File: config.mk
export PLATFORM = sky130hd
export DESIGN_NAME = cycle_stretcher
export DESIGN_NICKNAME = d
export VERILOG_FILES = /design/src/rtl/cs_pkg.sv /design/src/rtl/cs_phase_gen.sv /design/src/rtl/cs_slow_decode.sv /design/src/rtl/cs_stretch_fsm.sv /design/src/rtl/cs_stall_meter.sv /design/src/rtl/cycle_stretcher.sv
export SDC_FILE = /design/constraint.sdc
export NUM_CORES = 1
export LEC_CHECK = 0
export ABC_AREA = 1
export BUFFER_PORTS_ARGS = -buffer_cell sky130_fd_sc_hd__buf_2
export CORE_MARGIN = 1
export CORE_UTILIZATION = 30
export CTS_BUF_LIST = sky130_fd_sc_hd__clkbuf_4
export CTS_CLUSTER_SIZE = 24
export DETAILED_ROUTE_END_ITERATION = 16
export MAX_ROUTING_LAYER = met4
export PLACE_DENSITY = 0.65
export SLEW_MARGIN = 10
export SYNTH_ARGS = -nofsm -noshare
export SYNTH_HDL_FRONTEND = slang
export SYNTH_SLANG_ARGS = --single-unit
File: constraint.sdc
create_clock -name clk -period 1.45 [get_ports clk]
set_clock_uncertainty 0.15 [all_clocks]
set_input_delay 0.145 -clock clk [delete_from_list [all_inputs] [get_ports clk]]
set_output_delay 0.145 -clock clk [all_outputs]
set_load 0.02 [all_outputs]
File: src/rtl/cs_pkg.sv
package cs_pkg;
    localparam int PH_W       = 3;
    localparam int FRAME_TCK  = 1 << PH_W;
    localparam int HALF_TCK   = 2;
    localparam int FAST_TCK   = 2 * HALF_TCK;
    localparam int FINAL_HIGH = FRAME_TCK - HALF_TCK;

    typedef enum logic [2:0] {
        ST_LOW   = 3'd0,
        ST_HIGH  = 3'd1,
        ST_WAIT  = 3'd2,
        ST_FLOW  = 3'd3,
        ST_FHIGH = 3'd4
    } cs_state_e;
endpackage

File: src/rtl/cs_phase_gen.sv
module cs_phase_gen
    import cs_pkg::*;
(
    input  logic            clk,
    input  logic            rst_n,
    input  logic            vid_fast,
    output logic [PH_W-1:0] ph,
    output logic            e1m,
    output logic            e1m_fall,
    output logic            vid_ce
);
    localparam logic [PH_W-1:0] PH_LAST = PH_W'(FRAME_TCK - 1);
    localparam logic [PH_W-1:0] PH_MID  = PH_W'(FRAME_TCK / 2 - 1);

    logic [PH_W-1:0] ph_q;

    always_ff @(posedge clk) begin
        if (!rst_n) ph_q <= '0;
        else        ph_q <= ph_q + 1'b1;
    end

    always_comb begin
        ph       = ph_q;
        e1m      = ph_q[PH_W-1];
        e1m_fall = (ph_q == PH_LAST);
        vid_ce   = (ph_q == PH_LAST) || (vid_fast && (ph_q == PH_MID));
    end

    AST_E1_PERIOD: assert property (@(posedge clk) disable iff (!rst_n)
        $fell(e1m) |-> ($past(e1m, 4) && !$past(e1m, 5))) else $error("e1m period");
    AST_VID_RATE: assert property (@(posedge clk) disable iff (!rst_n)
        vid_ce |-> (vid_fast || e1m_fall)) else $error("vid rate");
endmodule

File: src/rtl/cs_slow_decode.sv
module cs_slow_decode #(
    parameter int          ADDR_W    = 16,
    parameter logic [15:0] SLOW_BASE = 16'hFE00,
    parameter logic [15:0] SLOW_MASK = 16'hFF00
) (
    input  logic [ADDR_W-1:0] addr,
    input  logic              act,
    output logic              slow
);
    localparam logic [ADDR_W-1:0] BASE_W = ADDR_W'(SLOW_BASE);
    localparam logic [ADDR_W-1:0] MASK_W = ADDR_W'(SLOW_MASK);

    always_comb slow = act && ((addr & MASK_W) == BASE_W);
endmodule

File: src/rtl/cs_stretch_fsm.sv
module cs_stretch_fsm
    import cs_pkg::*;
(
    input  logic            clk,
    input  logic            rst_n,
    input  logic [PH_W-1:0] ph,
    input  logic            e1m,
    input  logic            e1m_fall,
    input  logic            slow_in,
    input  logic            rnw_in,
    output logic            phi2,
    output logic            phi2_fall,
    output logic            cyc_start,
    output logic            slow_q,
    output logic            rnw_q
);
    localparam logic [PH_W-1:0] PH_LAST = PH_W'(FRAME_TCK - 1);
    localparam logic [PH_W-1:0] PH_ONE  = PH_W'(1);

    cs_state_e st, st_nx;
    logic      first_tick;

    always_comb first_tick = (st == ST_LOW) && (ph[1:0] == 2'd0);

    always_ff @(posedge clk) begin
        if (!rst_n) begin
            st     <= ST_LOW;
            slow_q <= 1'b0;
            rnw_q  <= 1'b1;
        end else begin
            st <= st_nx;
            if (first_tick) begin
                slow_q <= slow_in;
                rnw_q  <= rnw_in;
            end
        end
    end

    always_comb begin
        st_nx = st;
        unique case (st)
            ST_LOW: begin
                if (ph[1:0] == 2'd1) begin
                    if (!slow_q)               st_nx = ST_HIGH;
                    else if (!ph[PH_W-1])      st_nx = ST_FHIGH;
                    else                       st_nx = ST_WAIT;
                end
            end
            ST_HIGH:  if (ph[1:0] == 2'd3)  st_nx = ST_LOW;
            ST_WAIT:  if (ph == PH_LAST)    st_nx = ST_FLOW;
            ST_FLOW:  if (ph == PH_ONE)     st_nx = ST_FHIGH;
            ST_FHIGH: if (ph == PH_LAST)    st_nx = ST_LOW;
            default:                        st_nx = ST_LOW;
        endcase
    end

    always_comb begin
        phi2      = (st == ST_HIGH) || (st == ST_FHIGH);
        phi2_fall = ((st == ST_HIGH) && (ph[1:0] == 2'd3)) ||
                    ((st == ST_FHIGH) && (ph == PH_LAST));
        cyc_start = first_tick;
    end

    AST_SLOW_ENDS_SHARED: assert property (@(posedge clk) disable iff (!rst_n)
        (phi2_fall && slow_q) |-> e1m_fall) else $error("shared edge");
    AST_WAIT_ONLY_ODD: assert property (@(posedge clk) disable iff (!rst_n)
        (st == ST_WAIT) |-> e1m) else $error("wait phase");
    AST_FAST_HIGH: assert property (@(posedge clk) disable iff (!rst_n)
        (st == ST_HIGH) |-> !slow_q) else $error("fast high");
    AST_START_NOT_HIGH: assert property (@(posedge clk) disable iff (!rst_n)
        cyc_start |-> !phi2) else $error("start level");
endmodule

File: src/rtl/cs_stall_meter.sv
module cs_stall_meter #(
    parameter int STALL_W = 4
) (
    input  logic               clk,
    input  logic               rst_n,
    input  logic               cyc_start,
    input  logic               phi2_fall,
    input  logic               slow_q,
    output logic [STALL_W-1:0] stall_cnt,
    output logic               stall_vld
);
    localparam logic [STALL_W-1:0] BASE_LEN = STALL_W'(cs_pkg::FAST_TCK - 1);

    logic [STALL_W-1:0] len_q;

    always_ff @(posedge clk) begin
        if (!rst_n) begin
            len_q     <= '0;
            stall_cnt <= '0;
            stall_vld <= 1'b0;
        end else begin
            len_q     <= phi2_fall ? '0 : len_q + 1'b1;
            stall_vld <= phi2_fall && slow_q;
            if (phi2_fall && slow_q) stall_cnt <= len_q - BASE_LEN;
        end
    end

    AST_STALL_VALUES: assert property (@(posedge clk) disable iff (!rst_n)
        stall_vld |-> (stall_cnt == STALL_W'(4) || stall_cnt == STALL_W'(8))) else $error("stall");
    AST_FAST_LEN: assert property (@(posedge clk) disable iff (!rst_n)
        (phi2_fall && !slow_q) |-> (len_q == BASE_LEN)) else $error("fast len");
    AST_VLD_AT_START: assert property (@(posedge clk) disable iff (!rst_n)
        stall_vld |-> cyc_start) else $error("stall timing");
endmodule

File: src/rtl/cycle_stretcher.sv
module cycle_stretcher #(
    parameter int          ADDR_W    = 16,
    parameter logic [15:0] SLOW_BASE = 16'hFE00,
    parameter logic [15:0] SLOW_MASK = 16'hFF00,
    parameter int          STALL_W   = 4
) (
    input  logic               clk,
    input  logic               rst_n,
    input  logic [ADDR_W-1:0]  cpu_addr,
    input  logic               cpu_rnw,
    input  logic               bus_act,
    input  logic               vid_fast,
    output logic               phi2,
    output logic               phi2_fall,
    output logic               cyc_start,
    output logic               e1m,
    output logic               e1m_fall,
    output logic               dev_cs_n,
    output logic               dev_wr,
    output logic               vid_ce,
    output logic [STALL_W-1:0] stall_cnt,
    output logic               stall_vld
);
    import cs_pkg::*;

    logic [PH_W-1:0] ph;
    logic            slow_in, slow_q, rnw_q;
    logic            match_n, phi1;

    cs_phase_gen u_phase (
        .clk      (clk),
        .rst_n    (rst_n),
        .vid_fast (vid_fast),
        .ph       (ph),
        .e1m      (e1m),
        .e1m_fall (e1m_fall),
        .vid_ce   (vid_ce)
    );

    cs_slow_decode #(
        .ADDR_W    (ADDR_W),
        .SLOW_BASE (SLOW_BASE),
        .SLOW_MASK (SLOW_MASK)
    ) u_dec (
        .addr (cpu_addr),
        .act  (bus_act),
        .slow (slow_in)
    );

    cs_stretch_fsm u_fsm (
        .clk       (clk),
        .rst_n     (rst_n),
        .ph        (ph),
        .e1m       (e1m),
        .e1m_fall  (e1m_fall),
        .slow_in   (slow_in),
        .rnw_in    (cpu_rnw),
        .phi2      (phi2),
        .phi2_fall (phi2_fall),
        .cyc_start (cyc_start),
        .slow_q    (slow_q),
        .rnw_q     (rnw_q)
    );

    cs_stall_meter #(.STALL_W(STALL_W)) u_stall (
        .clk       (clk),
        .rst_n     (rst_n),
        .cyc_start (cyc_start),
        .phi2_fall (phi2_fall),
        .slow_q    (slow_q),
        .stall_cnt (stall_cnt),
        .stall_vld (stall_vld)
    );

    // Select is the region match ORed with the low CPU phase, active low.
    always_comb begin
        match_n  = !slow_q;
        phi1     = !phi2;
        dev_cs_n = match_n || phi1;
        dev_wr   = !dev_cs_n && !rnw_q && e1m_fall;
    end

    AST_CS_IN_HIGH: assert property (@(posedge clk) disable iff (!rst_n)
        !dev_cs_n |-> phi2) else $error("cs phase");
    AST_WR_AT_END: assert property (@(posedge clk) disable iff (!rst_n)
        dev_wr |-> (phi2_fall && e1m)) else $error("write edge");
    AST_CS_RELEASE: assert property (@(posedge clk) disable iff (!rst_n)
        (!dev_cs_n && phi2_fall) |=> dev_cs_n) else $error("cs release");
endmodule

==> results of run 1 <==
==> registers in the layout, indices dropped and copies added, names as in the netlist <==
name	count
u_fsm.rnw_q	1
u_stall.stall_vld	1
u_stall.len_q	4
u_fsm.slow_q	1
u_phase.ph	3
u_fsm.st	3
u_stall.stall_cnt	4
==> worst max-delay path, delay by kind of cell (launching register included) <==
family                   cells  cell delay [ns]
flip-flops                   1             0.37
adder cells (fa/ha/maj)      2             0.31
buffers and inverters        3             0.30
AND/OR/NAND/NOR              1             0.13
==> through the flow <==
step	worst slack (ns)	hold WS, ns
after floorplan	-0.0149	0.108
after global placement	-0.0791	0.197
after detailed placement	-0.116	0.208
after CTS	-0.244	0.0992
after global routing	-0.313	0.164
final	-0.245	0.0966
==> worst max-delay path by stage <==
stage                     cells past startpoint  slack (ns)                to
final                                         6       -0.24            dev_wr
after global routing                          6       -0.31            dev_wr
after CTS                                     6       -0.24            dev_wr
after detailed placement                     10       -0.12       u_fsm.st[1]
after global placement                        7       -0.08  u_stall.len_q[3]
after floorplan                               6       -0.01            dev_wr
==> layout make-up <==
type,instances,share of cell area
inverter,19,0.0500
multi-input combinational,95,0.440
tap,31,0.0246
clock inverter,1,0.00318
timing repair buffer,47,0.242
clock buffer,3,0.0143
sequential,17,0.226
==> kinds of logic after synthesis <==
kind of cell    Yosys count  synth area share
simple gates             74             0.336
buf+inv                  24             0.125
flops                    17             0.363
compound gates           13            0.0773
fa+ha+maj                 6            0.0800
xor+xnor                  2            0.0187
==> layer usage <==
layer	vias to the layer above	wire length, um
met5	-	0
met4	0	82
met3	12	139
met2	50	1340
met1	470	1010
li1	518	-
==> synthesized netlist by cell type (all sizes together) <==
library cell | count | area [um^2]
a31oi | 1 | 6.26
o21bai | 1 | 7.51
nand2 | 34 | 128
or2 | 1 | 6.26
buf | 5 | 46.3
xor2 | 2 | 17.5
ha | 6 | 75.1
nor3 | 3 | 20.0
nand4 | 1 | 6.26
nor2 | 22 | 90.1
nand3 | 13 | 65.1
a21oi | 7 | 35.0
dfxtp | 17 | 340
o21ai | 4 | 23.8
inv | 19 | 71.3
==> repair_timing <==
action	CTS	global route
resized for setup	45	29
hold buffers	2	0
setup buffers	7	3
endpoints found under the setup margin	12	20
hold endpoints to repair	5	0
pin swaps	11	7
==> power groups by stage <==
stage               combinational (mW)  clock [mW]  sequential, mW
global placement                  1.00           0           0.650
floorplan                        0.776           0           0.616
CTS                               1.33       0.269           0.678
global route                      1.69       0.292           0.696
finish                            1.55       0.267           0.686
detailed placement                1.03           0           0.655
==> impl_metrics.ini, run 1 <==
[final_layout]
n_antenna_cell = 0
regArea_um2 = 355
fill_cells = 235
nNetsFinal = 210
area_growth_pct = 67.9
final_common_cell = nand2_1
finish.utilization = 0.552
drive_gt1_frac = 0.549
mostFrequentLayoutCells = nand2_1 (23), buf_2 (18), nor2_1 (16)
final_cells = 213
post-route-cell-area_um2 = 1580
multi_input_area_um2 = 693

[timing]
setup_viol = 18
finalWorstSetupSlack_ns = -0.245
worst_slew_pin_slew_ns = 0.236
fmax_mhz = 590
drv_slew = 0
timing.final.crit_share = 1.17
maxSlewHeadroom = 0.842
period_needed_ns = 1.69
hold_viol = 0
setup_tns_ns = -2.26
rsz0062_at_grt = yes

[min_path]
whs_endpoint = u_fsm.slow_q
holdPathStages = 6
holdCritStartpoint = cpu_addr[8]
min_path_type = primary input to register

[global_routing]
grt_busiest_layer = met2
gr-usage-met2 = 0.268
grt.total_usage = 0.164
grt_pass1_vias = 967
grt_overflow = 0
grt_start_max_net_pins = 11
met3_usage = 0.0246
grt_pass1_wl_mm = 4.13
grt_use_met1 = 0.196
antenna_found_initial = 0

[placed_design]
dp.cells = 200
place.gp.congestion = 0.913
dp_hpwl_mm = 1.53
port_buffers = 25
placed_area_um2 = 1220

[worst_setup_path]
cp.arrival_ns = 1.40
critPathMaxStageDelay_ns = 0.37
regToRegSetupSlack_ns = -0.13
rr_worst_depth = 10
startpoint_type = register
setup.worst_path.class = register to output pin
crit_start = u_phase.ph[1]
cp.required_ns = 1.15
r2r-start = u_phase.ph[1]
r2r-end = u_stall.stall_cnt[0]
crit_path_end_kind = output pin
critPathSlowestCell = dfxtp_2
crit_chain = ha_4 -> ha_4 -> inv_4 -> buf_6 -> nor3_4 -> buf_6
worstPathMaxFanout = 4

[route]
vias_per_cell = 4.93
ant_nets = 0
drtIter0Drc = 17
vias = 1050
drt-pass1-iter-count = 6
wirelength_mm = 2.57
wl_per_cell_um = 12.1
drc_errors = 0

[synth]
synth.net_count = 163
netlist_area_um2 = 938
syn_area_per_cell_um2 = 6.90
synth_cells = 136
synth_cell_types = 21
synth.yosys.warnings = 0
yosysSeqAreaShare = 0.363
ys_ff_latch = 17

[pwr]
clockPowerShare = 0.107
power.switching_mw = 1.13
p_per_area_nw_per_um2 = 1590
leakage_nw = 0.756
peakVddDrop_uv = 878
combPwrFrac = 0.619
p_int_mw = 1.37
seqPwrFrac = 0.274
finalPower_mw = 2.50
netSwitchingFraction = 0.453

[clock_tree]
cts_tree = built
root_buffer = clkbuf_4
cts.sinks = 17
h-tree-depth = 1
clk-insertion-delay-late_ns = 0.29
numCtsBuffers = 3
cts.clk_slew.worst_paths_ns = 0.11
cts_buffer_depth = 2

[floorplanning]
dieWidth_um = 57.9
initial_utilization = 0.329
rows = 19
io_pins = 34
fp.dieH_um = 57.9
core_um2 = 2850
die-area_um2 = 3360

[outcome]
status = complete, but fails checks
violations = negative setup slack

[flow_run]
drv_cap = 0
No activity file was read; power rests on OpenSTA's default activity.
==> run 2, diff against run 1 <==
Settings changed: BUFFER_PORTS_ARGS -buffer_cell sky130_fd_sc_hd__buf_2 to -buffer_cell sky130_fd_sc_hd__buf_4, RECOVER_POWER set to 25.
==> run 2 against run 1 <==
The flow finishes with violations (design-rule violations, negative setup slack). Combinational power rose by 11%. Total power rose by 7.6%. Global-route usage rose by 1.5 points. Critical path type unchanged. Largest cell class unchanged.
==> impl_metrics.ini, run 2 (same netlist as run 1, synthesis figures left out) <==
[route]
vias_per_cell = 4.84
wl_per_cell_um = 13.5
ant_nets = 0
drt-pass1-iter-count = 10
drtIter0Drc = 40
vias = 1065
drc_errors = 1
wirelength_mm = 2.97

[final_layout]
nNetsFinal = 217
top_regs = u_stall.len_q x4, u_stall.stall_cnt x4
post-route-cell-area_um2 = 1680
mostFrequentLayoutCells = buf_4 (31), nand2_1 (22), buf_6 (19)
fill_cells = 242
area_growth_pct = 79.1
n_antenna_cell = 0
drive_gt1_frac = 0.566
final_common_cell = buf_4

[global_routing]
grt_overflow = 0
grt_pass1_wl_mm = 4.46
antenna_found_initial = 0
grt_start_max_net_pins = 11
grt.total_usage = 0.180
grt_pass1_vias = 1016

[flow_run]
drv_cap = 0

[clock_tree]
root_buffer = clkbuf_4
numCtsBuffers = 3
h-tree-depth = 1
cts.clk_slew.worst_paths_ns = 0.12
cts_buffer_depth = 2
clk-insertion-delay-late_ns = 0.32
cts_tree = built
cts.sinks = 17

[worst_setup_path]
critPathBufInv = 3
critPathSlowestCell = dfxtp_4
startpoint_type = register
path_delay_family = flip-flops
crit_chain = ha_4 -> ha_4 -> inv_4 -> buf_6 -> nor3_4 -> buf_6
critPathMaxStageDelay_ns = 0.39
cp.required_ns = 1.15
crit_path_end_kind = output pin
worstPathMaxFanout = 4
setup.worst_path.class = register to output pin
cp.arrival_ns = 1.46

[outcome]
violations = design-rule violations, negative setup slack
status = complete, but fails checks

[pwr]
finalPower_mw = 2.69
p_per_area_nw_per_um2 = 1600
leakage_nw = 0.794
peakVddDrop_uv = 702

[placed_design]
port_buffers = 25
placed_area_um2 = 1250
dp_hpwl_mm = 1.60
place_worst_setup_slack_ns = -0.105
place.gp.congestion = 0.884

[timing]
timing.final.crit_share = 1.21
period_needed_ns = 1.75
finalWorstSetupSlack_ns = -0.302
setup_viol = 20
drv_slew = 0
worst_slew_pin_slew_ns = 0.420
setup_tns_ns = -3.79
maxSlewHeadroom = 0.720
hold_viol = 0
fmax_mhz = 571
rsz0062_at_grt = yes

[floorplanning]
rows = 19
initial_utilization = 0.329
die-area_um2 = 3360
core_um2 = 2850
fp.dieH_um = 57.9
dieWidth_um = 57.9
io_pins = 34

[min_path]
min_path_type = primary input to register
run 2: worst min-delay path, cell delays in order:
cell and delay (ns):
buf_4 0.07, inv_1 0.03, nand2_1 0.04, nor3_1 0.05
o21ai_1 0.10, inv_1 0.04
run 2: power by group:
part           internal, mW  switching, mW
Sequential            0.572          0.114
Combinational         0.800          0.916
Clock                 0.104          0.186
run 2: layout make-up:
| cell class | instances | area, um^2 | share of cell area |
|---|---|---|---|
| Inverter | 19 | 83.8 | 0.0499 |
| Timing Repair Buffer | 54 | 474 | 0.282 |
| Clock inverter | 1 | 5.00 | 0.00298 |
| Sequential cell | 17 | 360 | 0.214 |
| Tap cell | 31 | 38.8 | 0.0231 |
| Multi-Input combinational cell | 95 | 696 | 0.414 |
| Clock buffer | 3 | 22.5 | 0.0134 |
run 2: timing repair:
action	CTS	global route
gates resized for setup	46	32
pin swaps	12	13
setup buffers	11	8
setup endpoints to repair	12	20
hold buffers	2	0
hold endpoints to repair	8	0
run 2: layer usage:
layer  GRT usage  wire length (um)  vias to the layer above
li1            -                 -                      531
met1       0.206              1150                      493
met2       0.317              1660                       36
met3      0.0223               107                        5
met4      0.0714                45                        0
met5           -                 0                        -
run 2: metrics by stage:
stage,util,std cells,hold slack [ns]
after global routing,0.589,220,0.0712
after detailed placement,0.439,198,0.207
after CTS,0.541,214,0.0793
after global placement,0.439,198,0.198
after floorplan,-,136,0.108
final,0.589,220,0.0434
run 2: path summary, 6_finish.rpt:
check                             from                    to  slack, ns  cells after the start
hold / removal             cpu_addr[8]          u_fsm.slow_q       0.04                      6
setup / recovery         u_phase.ph[0]                dev_wr      -0.30                      6
setup reg to reg         u_phase.ph[0]      u_stall.len_q[2]      -0.28                      9
hold reg to reg   u_stall.stall_cnt[3]  u_stall.stall_cnt[3]       0.34                      2
==> run 3, diff against run 2 <==
Settings changed: RECOVER_POWER 25 to 100.
==> run 3 against run 2 <==
The run still ends with design-rule violations, negative setup slack left. Utilization shrank 0.53 points. Count of clock-buffer cells in the layout is the same. Die area is the same. Largest cell class unchanged. Design area shrank 0.89%. Register-to-register slack is essentially flat. Maximum frequency is essentially flat. Via count shrank 0.28%.
==> impl_metrics.ini, run 3 (same netlist as run 1, synthesis figures left out) <==
[min_path]
min_path_type = primary input to register
holdPathStages = 6
whs_endpoint = u_fsm.slow_q
holdCritStartpoint = cpu_addr[8]

[route]
wirelength_mm = 2.97
drc_errors = 1
wl_per_cell_um = 13.5
ant_nets = 0
drtIter0Drc = 39
drt-pass1-iter-count = 10
vias_per_cell = 4.83
vias = 1062

[worst_setup_path]
critPathMaxStageDelay_ns = 0.39
setup.worst_path.class = register to output pin
path_delay_family = flip-flops
r2r-end = u_stall.len_q[2]
startpoint_type = register
cp.required_ns = 1.15
regToRegSetupSlack_ns = -0.28
crit_chain = ha_4 -> ha_4 -> inv_4 -> buf_6 -> nor3_4 -> buf_6
critPathBufInv = 3
rr_worst_depth = 9
cp.arrival_ns = 1.46
crit_path_end_kind = output pin
worstPathMaxFanout = 4
critPathSlowestCell = dfxtp_4
r2r-start = u_phase.ph[0]

[timing]
drv_slew = 0
timing.final.crit_share = 1.21
period_needed_ns = 1.75
fmax_mhz = 571
hold_viol = 0
worst_slew_pin_slew_ns = 0.411
setup_viol = 19
rsz0062_at_grt = yes
maxSlewHeadroom = 0.726
finalWorstSetupSlack_ns = -0.301

[placed_design]
dp_hpwl_mm = 1.60
place_worst_setup_slack_ns = -0.105
dp.cells = 198
place.gp.congestion = 0.884
port_buffers = 25

[floorplanning]
core_um2 = 2850
fp.dieH_um = 57.9
initial_utilization = 0.329
io_pins = 34
die-area_um2 = 3360
rows = 19
dieWidth_um = 57.9

[global_routing]
grt_pass1_vias = 1016
grt_pass1_wl_mm = 4.46
grt_overflow = 0
grt.total_usage = 0.180
grt_start_max_net_pins = 11
antenna_found_initial = 0

[clock_tree]
cts.sinks = 17
h-tree-depth = 1
cts.clk_slew.worst_paths_ns = 0.12
numCtsBuffers = 3
cts_tree = built
clk-insertion-delay-late_ns = 0.32
cts_buffer_depth = 2
root_buffer = clkbuf_4

[final_layout]
final_common_cell = buf_4
mostFrequentLayoutCells = buf_4 (27), nand2_1 (22), buf_6 (19)
final_cells = 220
top_regs = u_stall.len_q x4, u_stall.stall_cnt x4
fill_cells = 245
area_growth_pct = 77.5
drive_gt1_frac = 0.545
n_antenna_cell = 0
nNetsFinal = 217

[pwr]
leakage_nw = 0.777
peakVddDrop_uv = 703
p_per_area_nw_per_um2 = 1620

[outcome]
violations = design-rule violations, negative setup slack
status = complete, but fails checks

[flow_run]
drv_cap = 0
## run 3: layer usage
layer,vias to the layer above,share of wire,GRT usage
met5,-,0,-
met4,0,0.015,0.0714
met3,5,0.037,0.0223
met2,36,0.56,0.317
met1,490,0.39,0.206
li1,531,-,-
## run 3: worst max path at each step
stage	cells past startpoint	slack, ns	start	endpoint
3_5_place_dp	10	-0.11	u_phase.ph[1]	u_fsm.st[2]
6_report	6	-0.30	u_phase.ph[0]	dev_wr
3_3_place_gp	7	-0.07	u_phase.ph[1]	u_stall.len_q[3]
2_1_floorplan	6	-0.01	u_fsm.st[1]	dev_wr
4_1_cts	6	-0.25	u_fsm.st[1]	dev_wr
5_1_grt	6	-0.36	u_phase.ph[0]	dev_wr
## run 3: area by class of cell
| type | count | area (um^2) | area share |
|---|---|---|---|
| clock inverter | 1 | 5.00 | 0.00301 |
| clock buffer | 3 | 22.5 | 0.0135 |
| tap | 31 | 38.8 | 0.0233 |
| multi-input combinational | 95 | 696 | 0.418 |
| timing repair buffer | 54 | 459 | 0.276 |
| inverter | 19 | 83.8 | 0.0503 |
| sequential | 17 | 360 | 0.216 |
## run 3: power breakdown
group / internal, mW / switching, mW / leakage (nW)
Sequential: 0.572 / 0.114 / 0.143
Clock: 0.104 / 0.185 / 0.0177
Combinational: 0.799 / 0.915 / 0.616
Total: 1.48 / 1.21 / 0.777
## run 3: metrics by stage
step                hold WS [ns]  area (um^2)  total power, mW  utilization  TNS (ns)
finish                    0.0430         1670             2.69        0.584     -3.78
global route              0.0712         1670             2.86        0.584     -5.09
CTS                       0.0793         1540             2.38        0.541     -2.04
detailed placement         0.207         1250             1.68        0.439    -0.561
global placement           0.198         1250             1.65        0.439    -0.374
floorplan                  0.108          991             1.39            -   -0.0149
## run 3: repair_timing
action / 4_1_cts / 5_1_grt
setup endpoints to repair: 12 / 20
buffers inserted: 11 / 8
pin swaps: 12 / 13
gates cloned: 0 / 0
hold endpoints to repair: 8 / 0
gates resized for setup: 46 / 32
hold buffers: 2 / 0
## run 3: worst min-delay path, stage by stage
cell	delay, ns
buf_4	0.07
inv_1	0.03
nand2_1	0.04
nor3_1	0.05
o21ai_1	0.10
inv_1	0.04
